### config.mk
export PLATFORM = sky130hd
export DESIGN_NAME = qos_dest_resolver
export DESIGN_NICKNAME = d
export VERILOG_FILES = /design/src/rtl/qdr_pkg.sv /design/src/rtl/qdr_reg_table.sv /design/src/rtl/qdr_dest_decode.sv /design/src/rtl/qdr_tid_select.sv /design/src/rtl/qos_dest_resolver.sv
export SDC_FILE = /design/constraint.sdc
export NUM_CORES = 1
export LEC_CHECK = 0
export BUFFER_PORTS_ARGS = -buffer_cell sky130_fd_sc_hd__buf_4
export CAP_MARGIN = 30
export CORE_ASPECT_RATIO = 0.75
export CORE_UTILIZATION = 29
export DETAILED_ROUTE_END_ITERATION = 8
export HOLD_SLACK_MARGIN = 0.08
export PLACE_DENSITY_LB_ADDON = 0.25
export SLEW_MARGIN = 5
export SYNTH_ARGS = -nofsm -noshare
export SYNTH_HDL_FRONTEND = slang
export SYNTH_HIERARCHICAL = 1
export SYNTH_SLANG_ARGS = --single-unit
### constraint.sdc
create_clock -name clk_i -period 7.9 [get_ports clk_i]
set_input_delay 1.58 -clock clk_i [delete_from_list [all_inputs] [get_ports clk_i]]
set_output_delay 1.58 -clock clk_i [all_outputs]
set_load 0.05 [all_outputs]
### src/rtl/qdr_pkg.sv
package qdr_pkg;
  localparam int TID_W = 3;
  localparam int QOS_W = 8;
  localparam int CLS_W = 2;
  localparam int COL_W = 2;

  localparam logic [COL_W-1:0] COL_NONE = 2'd3;
  localparam logic [1:0]       PREC_BAD = 2'd3;

  typedef struct packed {
    logic [TID_W-1:0] tid;
    logic             tid_ovr;
    logic             flow_en;
    logic             flow_ovr;
    logic [CLS_W-1:0] cls_sel;
  } tid_res_t;
endpackage

### src/rtl/qdr_reg_table.sv
module qdr_reg_table #(
  parameter int ADDR_W  = 8,
  parameter int DATA_W  = 2,
  parameter int BASE    = 64,
  parameter int ENTRIES = 192
) (
  input  logic              clk_i,
  input  logic              rst_ni,
  input  logic              we_i,
  input  logic [ADDR_W-1:0] waddr_i,
  input  logic [DATA_W-1:0] wdata_i,
  input  logic [ADDR_W-1:0] raddr_i,
  output logic [DATA_W-1:0] rdata_o
);
  localparam int IDX_W = (ENTRIES > 1) ? $clog2(ENTRIES) : 1;
  localparam logic [ADDR_W:0] BASE_C = (ADDR_W+1)'(BASE);
  localparam logic [ADDR_W:0] ENT_C  = (ADDR_W+1)'(ENTRIES);

  logic [ADDR_W:0]   woff, roff;
  logic              whit, rhit;
  logic [DATA_W-1:0] ent [ENTRIES];

  // offsets below BASE wrap high and fail the range test
  assign woff = {1'b0, waddr_i} - BASE_C;
  assign roff = {1'b0, raddr_i} - BASE_C;
  assign whit = we_i && (woff < ENT_C);
  assign rhit = roff < ENT_C;

  for (genvar g = 0; g < ENTRIES; g++) begin : g_ent
    logic [DATA_W-1:0] ent_q;
    always_ff @(posedge clk_i or negedge rst_ni) begin
      if (!rst_ni)                                    ent_q <= '0;
      else if (whit && woff[IDX_W-1:0] == IDX_W'(g)) ent_q <= wdata_i;
    end
    assign ent[g] = ent_q;
  end

  assign rdata_o = rhit ? ent[roff[IDX_W-1:0]] : '0;
endmodule

### src/rtl/qdr_dest_decode.sv
module qdr_dest_decode #(
  parameter int TYPE_W    = 4,
  parameter int PORT_ID_W = 12,
  parameter int PID_W     = 8,
  parameter int LAG_LO    = 32,
  parameter int VPORT_LO  = 64,
  parameter int PORT_TYPE = 2
) (
  input  logic [TYPE_W+PORT_ID_W-1:0] dst_i,
  output logic                        ok_o,
  output logic                        virt_o,
  output logic [PID_W-1:0]            port_o
);
  localparam int DST_W = TYPE_W + PORT_ID_W;
  localparam logic [PORT_ID_W-1:0] LAG_C   = PORT_ID_W'(LAG_LO);
  localparam logic [PORT_ID_W-1:0] VPORT_C = PORT_ID_W'(VPORT_LO);
  localparam logic [PORT_ID_W-1:0] LIM_C   = PORT_ID_W'(2 ** PID_W);
  localparam logic [TYPE_W-1:0]    TYPE_C  = TYPE_W'(PORT_TYPE);

  logic [TYPE_W-1:0]    kind;
  logic [PORT_ID_W-1:0] id;
  logic                 type_ok, id_ok;

  assign kind    = dst_i[DST_W-1 -: TYPE_W];
  assign id      = dst_i[PORT_ID_W-1:0];
  assign type_ok = kind == TYPE_C;
  assign id_ok   = (id < LIM_C) && ((id < LAG_C) || (id >= VPORT_C));

  assign ok_o   = type_ok && id_ok;
  assign virt_o = ok_o && (id >= VPORT_C);
  assign port_o = ok_o ? id[PID_W-1:0] : '0;
endmodule

### src/rtl/qdr_tid_select.sv
module qdr_tid_select
  import qdr_pkg::*;
(
  input  logic             flag_i,
  input  logic [QOS_W-1:0] qos_i,
  input  logic             map_en_i,
  input  logic [TID_W-1:0] map_tid_i,
  output tid_res_t         res_o
);
  logic unused_qos6;
  assign unused_qos6 = qos_i[6];

  // precedence: flag, then qos bit 7, then port-enabled priority map
  always_comb begin
    res_o = '0;
    if (flag_i) begin
      res_o.tid      = qos_i[3:1];
      res_o.tid_ovr  = 1'b1;
      res_o.flow_en  = 1'b1;
      res_o.flow_ovr = qos_i[0];
      res_o.cls_sel  = qos_i[5:4];
    end else if (qos_i[7]) begin
      res_o.tid     = qos_i[3:1];
      res_o.tid_ovr = 1'b1;
    end else if (map_en_i) begin
      res_o.tid     = map_tid_i;
      res_o.tid_ovr = 1'b1;
    end
  end
endmodule

### src/rtl/qos_dest_resolver.sv
module qos_dest_resolver
  import qdr_pkg::*;
#(
  parameter int PRI_W     = 4,
  parameter int PID_W     = 8,
  parameter int TYPE_W    = 4,
  parameter int PORT_ID_W = 12,
  parameter int LAG_LO    = 32,
  parameter int VPORT_LO  = 64
) (
  input  logic                        clk_i,
  input  logic                        rst_ni,
  input  logic                        desc_valid_i,
  input  logic                        qos_flag_i,
  input  logic [7:0]                  qos_byte_i,
  input  logic [PRI_W-1:0]            int_pri_i,
  input  logic [1:0]                  drop_prec_i,
  input  logic [TYPE_W+PORT_ID_W-1:0] dst_info_i,
  input  logic                        cfg_we_i,
  input  logic                        cfg_tbl_i,
  input  logic [PID_W-1:0]            cfg_addr_i,
  input  logic [2:0]                  cfg_wdata_i,
  output logic                        res_valid_o,
  output logic [2:0]                  tid_o,
  output logic                        tid_ovr_o,
  output logic                        flow_ovr_en_o,
  output logic                        flow_ovr_o,
  output logic [1:0]                  cls_sel_o,
  output logic [1:0]                  colour_o,
  output logic                        dest_virt_o,
  output logic [PID_W-1:0]            dest_port_o,
  output logic                        dest_err_o
);
  localparam int VPORTS = 2 ** PID_W - VPORT_LO;
  localparam int PRIS   = 2 ** PRI_W;

  logic             dec_ok, dec_virt;
  logic [PID_W-1:0] dec_port;
  logic [1:0]       port_en;
  logic [TID_W-1:0] map_tid;
  logic             en_map, en_col;
  tid_res_t         sel;
  logic [COL_W-1:0] col_d;

  qdr_dest_decode #(
    .TYPE_W(TYPE_W), .PORT_ID_W(PORT_ID_W), .PID_W(PID_W),
    .LAG_LO(LAG_LO), .VPORT_LO(VPORT_LO), .PORT_TYPE(2)
  ) i_dec (
    .dst_i(dst_info_i), .ok_o(dec_ok), .virt_o(dec_virt), .port_o(dec_port)
  );

  qdr_reg_table #(
    .ADDR_W(PID_W), .DATA_W(2), .BASE(VPORT_LO), .ENTRIES(VPORTS)
  ) i_port_tbl (
    .clk_i, .rst_ni,
    .we_i(cfg_we_i && !cfg_tbl_i), .waddr_i(cfg_addr_i),
    .wdata_i(cfg_wdata_i[1:0]), .raddr_i(dec_port), .rdata_o(port_en)
  );

  qdr_reg_table #(
    .ADDR_W(PRI_W), .DATA_W(TID_W), .BASE(0), .ENTRIES(PRIS)
  ) i_pri_tbl (
    .clk_i, .rst_ni,
    .we_i(cfg_we_i && cfg_tbl_i), .waddr_i(cfg_addr_i[PRI_W-1:0]),
    .wdata_i(cfg_wdata_i[TID_W-1:0]), .raddr_i(int_pri_i), .rdata_o(map_tid)
  );

  // enables only count for a decoded virtual port
  assign en_map = dec_virt && port_en[0];
  assign en_col = dec_virt && port_en[1];

  qdr_tid_select i_tid (
    .flag_i(qos_flag_i), .qos_i(qos_byte_i), .map_en_i(en_map),
    .map_tid_i(map_tid), .res_o(sel)
  );

  assign col_d = (en_col && drop_prec_i != PREC_BAD) ? drop_prec_i : COL_NONE;

  always_ff @(posedge clk_i or negedge rst_ni) begin
    if (!rst_ni) begin
      res_valid_o   <= 1'b0;
      tid_o         <= '0;
      tid_ovr_o     <= 1'b0;
      flow_ovr_en_o <= 1'b0;
      flow_ovr_o    <= 1'b0;
      cls_sel_o     <= '0;
      colour_o      <= COL_NONE;
      dest_virt_o   <= 1'b0;
      dest_port_o   <= '0;
      dest_err_o    <= 1'b0;
    end else begin
      res_valid_o <= desc_valid_i;
      if (desc_valid_i) begin
        tid_o         <= sel.tid;
        tid_ovr_o     <= sel.tid_ovr;
        flow_ovr_en_o <= sel.flow_en;
        flow_ovr_o    <= sel.flow_ovr;
        cls_sel_o     <= sel.cls_sel;
        colour_o      <= col_d;
        dest_virt_o   <= dec_virt;
        dest_port_o   <= dec_port;
        dest_err_o    <= !dec_ok;
      end
    end
  end
endmodule

==> metrics.md <==
| Metric | Value |
|---|---|
| Num CTS Buffers | `46` |
| Worst Path Arrival | `6270 ps` |
| DRT antenna net count | `0` |
| Largest net degree at the start of global routing | `178` |
| Layout cells sized above 1 | `approximately 46%` |
| Warnings, synthesis | `6` |
| Routed len/inst | `22.4 um` |
| Max Clk Rate | `~170 MHz` |
| Num ports | `68` |
| Routed vias/inst | `5.14` |
| Final Critical Period | `5810 ps` |
| Chip height | `approximately 240 um` |
| Clock transition at path regs | `~60 ps` |
| Status | `finished, final reports clean` |
| Netlist cell types | `between 40 and 50` |
| Die Span X | `between 300 and 400 um` |
| Met1 usage | `24.3%` |
| MaxCap Viol Count | `0` |
| DIE AREA | `0.0757 mm2` |
| Leak | `11.2 nW` |
| GPL Wtd Cong | `between 0.7 and 0.8` |
| Worst Hold Margin | `~500 ps` |
| Worst Hold Class | `register to register` |
| Seq/Total Area, Yosys | `between 50% and 60%` |
| Worst slew margin | `about 30%` |
| Critical path class | `input port to register` |
| Clock Tree Buf Depth | `3` |
| First-pass GRT wire length | `roughly 90 mm` |
| Rows | `86` |
| CTS tree | `yes` |
| Gr usage total | `roughly 16%` |
| Core area | `about 0.074 mm2` |
| Number of synthesized flops with an enable pin | `0` |
| Post-CTS sizing | `0` |
| Net count after synthesis | `between 1,500 and 2,000` |
| Syn avg cell area | `roughly 14 um2` |
| Max VDD drop | `147 uV` |
| Final nets | `roughly 1,700` |
| Number of DRC markers in iteration 0 | `between 900 and 1,000` |
| Ant diodes | `0` |
| Post-Route Setup TNS | `0 ps` |
| RSZ-0062 raised after global routing | `false` |
| Vias in the first global route | `around 14,000` |
| GRT met2 Usage | `between 20% and 30%` |
| H-tree depth | `2` |
| Critical path launch point type | `input port` |
| Post-synth top flop | `dfrtp_1` |
| Initial antenna violation count | `8` |
| Worst-Margin Slew | `between 1000 and 1500 ps` |
| Vias | `13,400` |
| CP required | `8360 ps` |
| Ys async rst share | `100%` |
| Worst setup EP type | `register` |
| I/O Buffers | `66` |
| DRC | `0` |
| Commonest non-fill, non-tap cell in the layout | `dfrtp_1` |
| Flops & latches, synth | `between 400 and 500` |
| Finish-stage setup viols | `0` |
| Drt total wl | `58.5 mm` |
| DRT Pass-1 Iters | `5` |
| Initial Util | `slightly below 30%` |
| Grt total ovfl | `0` |
| Final period util | `between 70% and 80%` |
| GR peak layer | `met1` |
| CP Max Fanout | `46` |
| Final hold vios | `0` |
| Hold-fix buffers, CTS | `0` |
| Pwr dens | `~200 mW/mm2` |
| Post-Route Skew | `~19 ps` |
| Root Buffer | `clkbuf_16` |
| P&R area growth vs syn | `15.1%` |
| M3 GR Usage | `3.45%` |
| Max-slew violation count | `0` |
| Netlist Area Pre-Place | `approximately 0.022 mm2` |
| Hpwl dp | `just under 40 mm` |
| # clock sinks | `around 450` |
| Post-synthesis cell count | `1,562` |
| # Post-CTS Setup Buffers | `0` |
| Skew-Pair Late Insertion Delay | `around 590 ps` |
| Most frequent cells in the layout | `451 x dfrtp_1, 447 x mux2_2, 170 x nand2_1` |
cell usage after synthesis, drive strengths merged, types with 4 or more instances:
cell,count,area [um2]
mux2,449,5060
a221oi,4,47.6
a22o,4,35.0
nor3,21,105
nand2b,16,100
nor4,7,50.1
and2,7,47.5
o21ai,8,40.0
a22oi,45,343
buf,28,208
nand2,170,638
inv,8,30.0
nand3,10,50.1
dfrtp,451,11300
nor4b,5,75.1
nor2,76,285
a21oi,22,110
nor2b,12,75.1
or4,5,37.5
mux4,108,2460
clkbuf,83,312
flip-flops by register name, summed over array words and instances, names as in the netlist:
name,count
cls_sel_o,2
colour_o,2
dest_err_o,1
dest_port_o,8
dest_virt_o,1
flow_ovr_en_o,1
flow_ovr_o,1
i_port_tbl/g_ent.ent_q,384
i_pri_tbl/g_ent.ent_q,48
res_valid_o,1
tid_o,3
tid_ovr_o,1
power breakdown:
part           internal, mW  switching [mW]
clock network          1.24           0.920
registers              2.42          0.0500
logic                 0.154           0.201
total                  3.81            1.17
final timing paths:
path | slack, ps | cells past startpoint | end | from
min reg2reg | 500 | 1 | i_port_tbl/g_ent[3].ent_q[1]$_DFFE_PN0P_ | i_port_tbl/g_ent[3].ent_q[1]$_DFFE_PN0P_
min in group asynchronous | 970 | 1 | i_port_tbl/g_ent[87].ent_q[1]$_DFFE_PN0P_ | rst_ni
max reg2reg | 4610 | 9 | tid_ovr_o$_DFFE_PN0P_ | i_port_tbl/g_ent[127].ent_q[0]$_DFFE_PN0P_
max | 2090 | 13 | tid_ovr_o$_DFFE_PN0P_ | dst_info_i[15]
max in group asynchronous | 5460 | 2 | i_port_tbl/g_ent[156].ent_q[1]$_DFFE_PN0P_ | rst_ni
min | 500 | 1 | i_port_tbl/g_ent[3].ent_q[1]$_DFFE_PN0P_ | i_port_tbl/g_ent[3].ent_q[1]$_DFFE_PN0P_
per-layer routing:
layer / vias to the layer above / wire [um]
met2: 371 / 24600
met4: 6 / 985
li1: 5845 / -
met3: 76 / 4050
met5: - / 35
met1: 7125 / 28900
final cells by class:
cell class | count | area (um2)
well taps | 968 | 1210
fillers | 7203 | 48700
repair buffers | 110 | 995
inverters | 8 | 30.0
flip-flops and latches | 453 | 11300
clock buffers | 77 | 1410
multi-input cells | 990 | 9860
clock inverters | 4 | 45.0
stage by stage:
step	power [mW]	setup WS, ps	cell area (um2)	std cells	utilization [%]
4_1_cts	5.07	2150	24800	2607	33.7
3_3_place_gp	2.85	1580	23200	2516	31.6
6_report	4.98	2090	24900	2610	33.8
2_1_floorplan	2.70	2600	21600	1562	-
3_5_place_dp	2.87	1540	23400	2526	31.8
5_1_grt	5.19	1940	24900	2610	33.8
logic make-up (layout without fill, tap and decap cells):
family | count (synthesis) | after routing | synth area share [%]
flops | 453 | 453 | 52.4
compound gates | 90 | 90 | 2.94
buf+inv | 119 | 199 | 2.54
mux | 558 | 558 | 34.8
fa+ha+maj | 1 | 1 | 0.0578
simple gates | 341 | 341 | 7.23
critical path: stages:
cell and delay (ps):
buf_4 100, or4_1 770, nor4b_4 480, buf_12 400
mux4_2 570, a22oi_1 220, a21oi_1 160, or4_1 600
a22oi_1 290, a21oi_1 210, and2_1 240, or3_1 310
mux2_2 270
(Power assumes the default switching activity.)
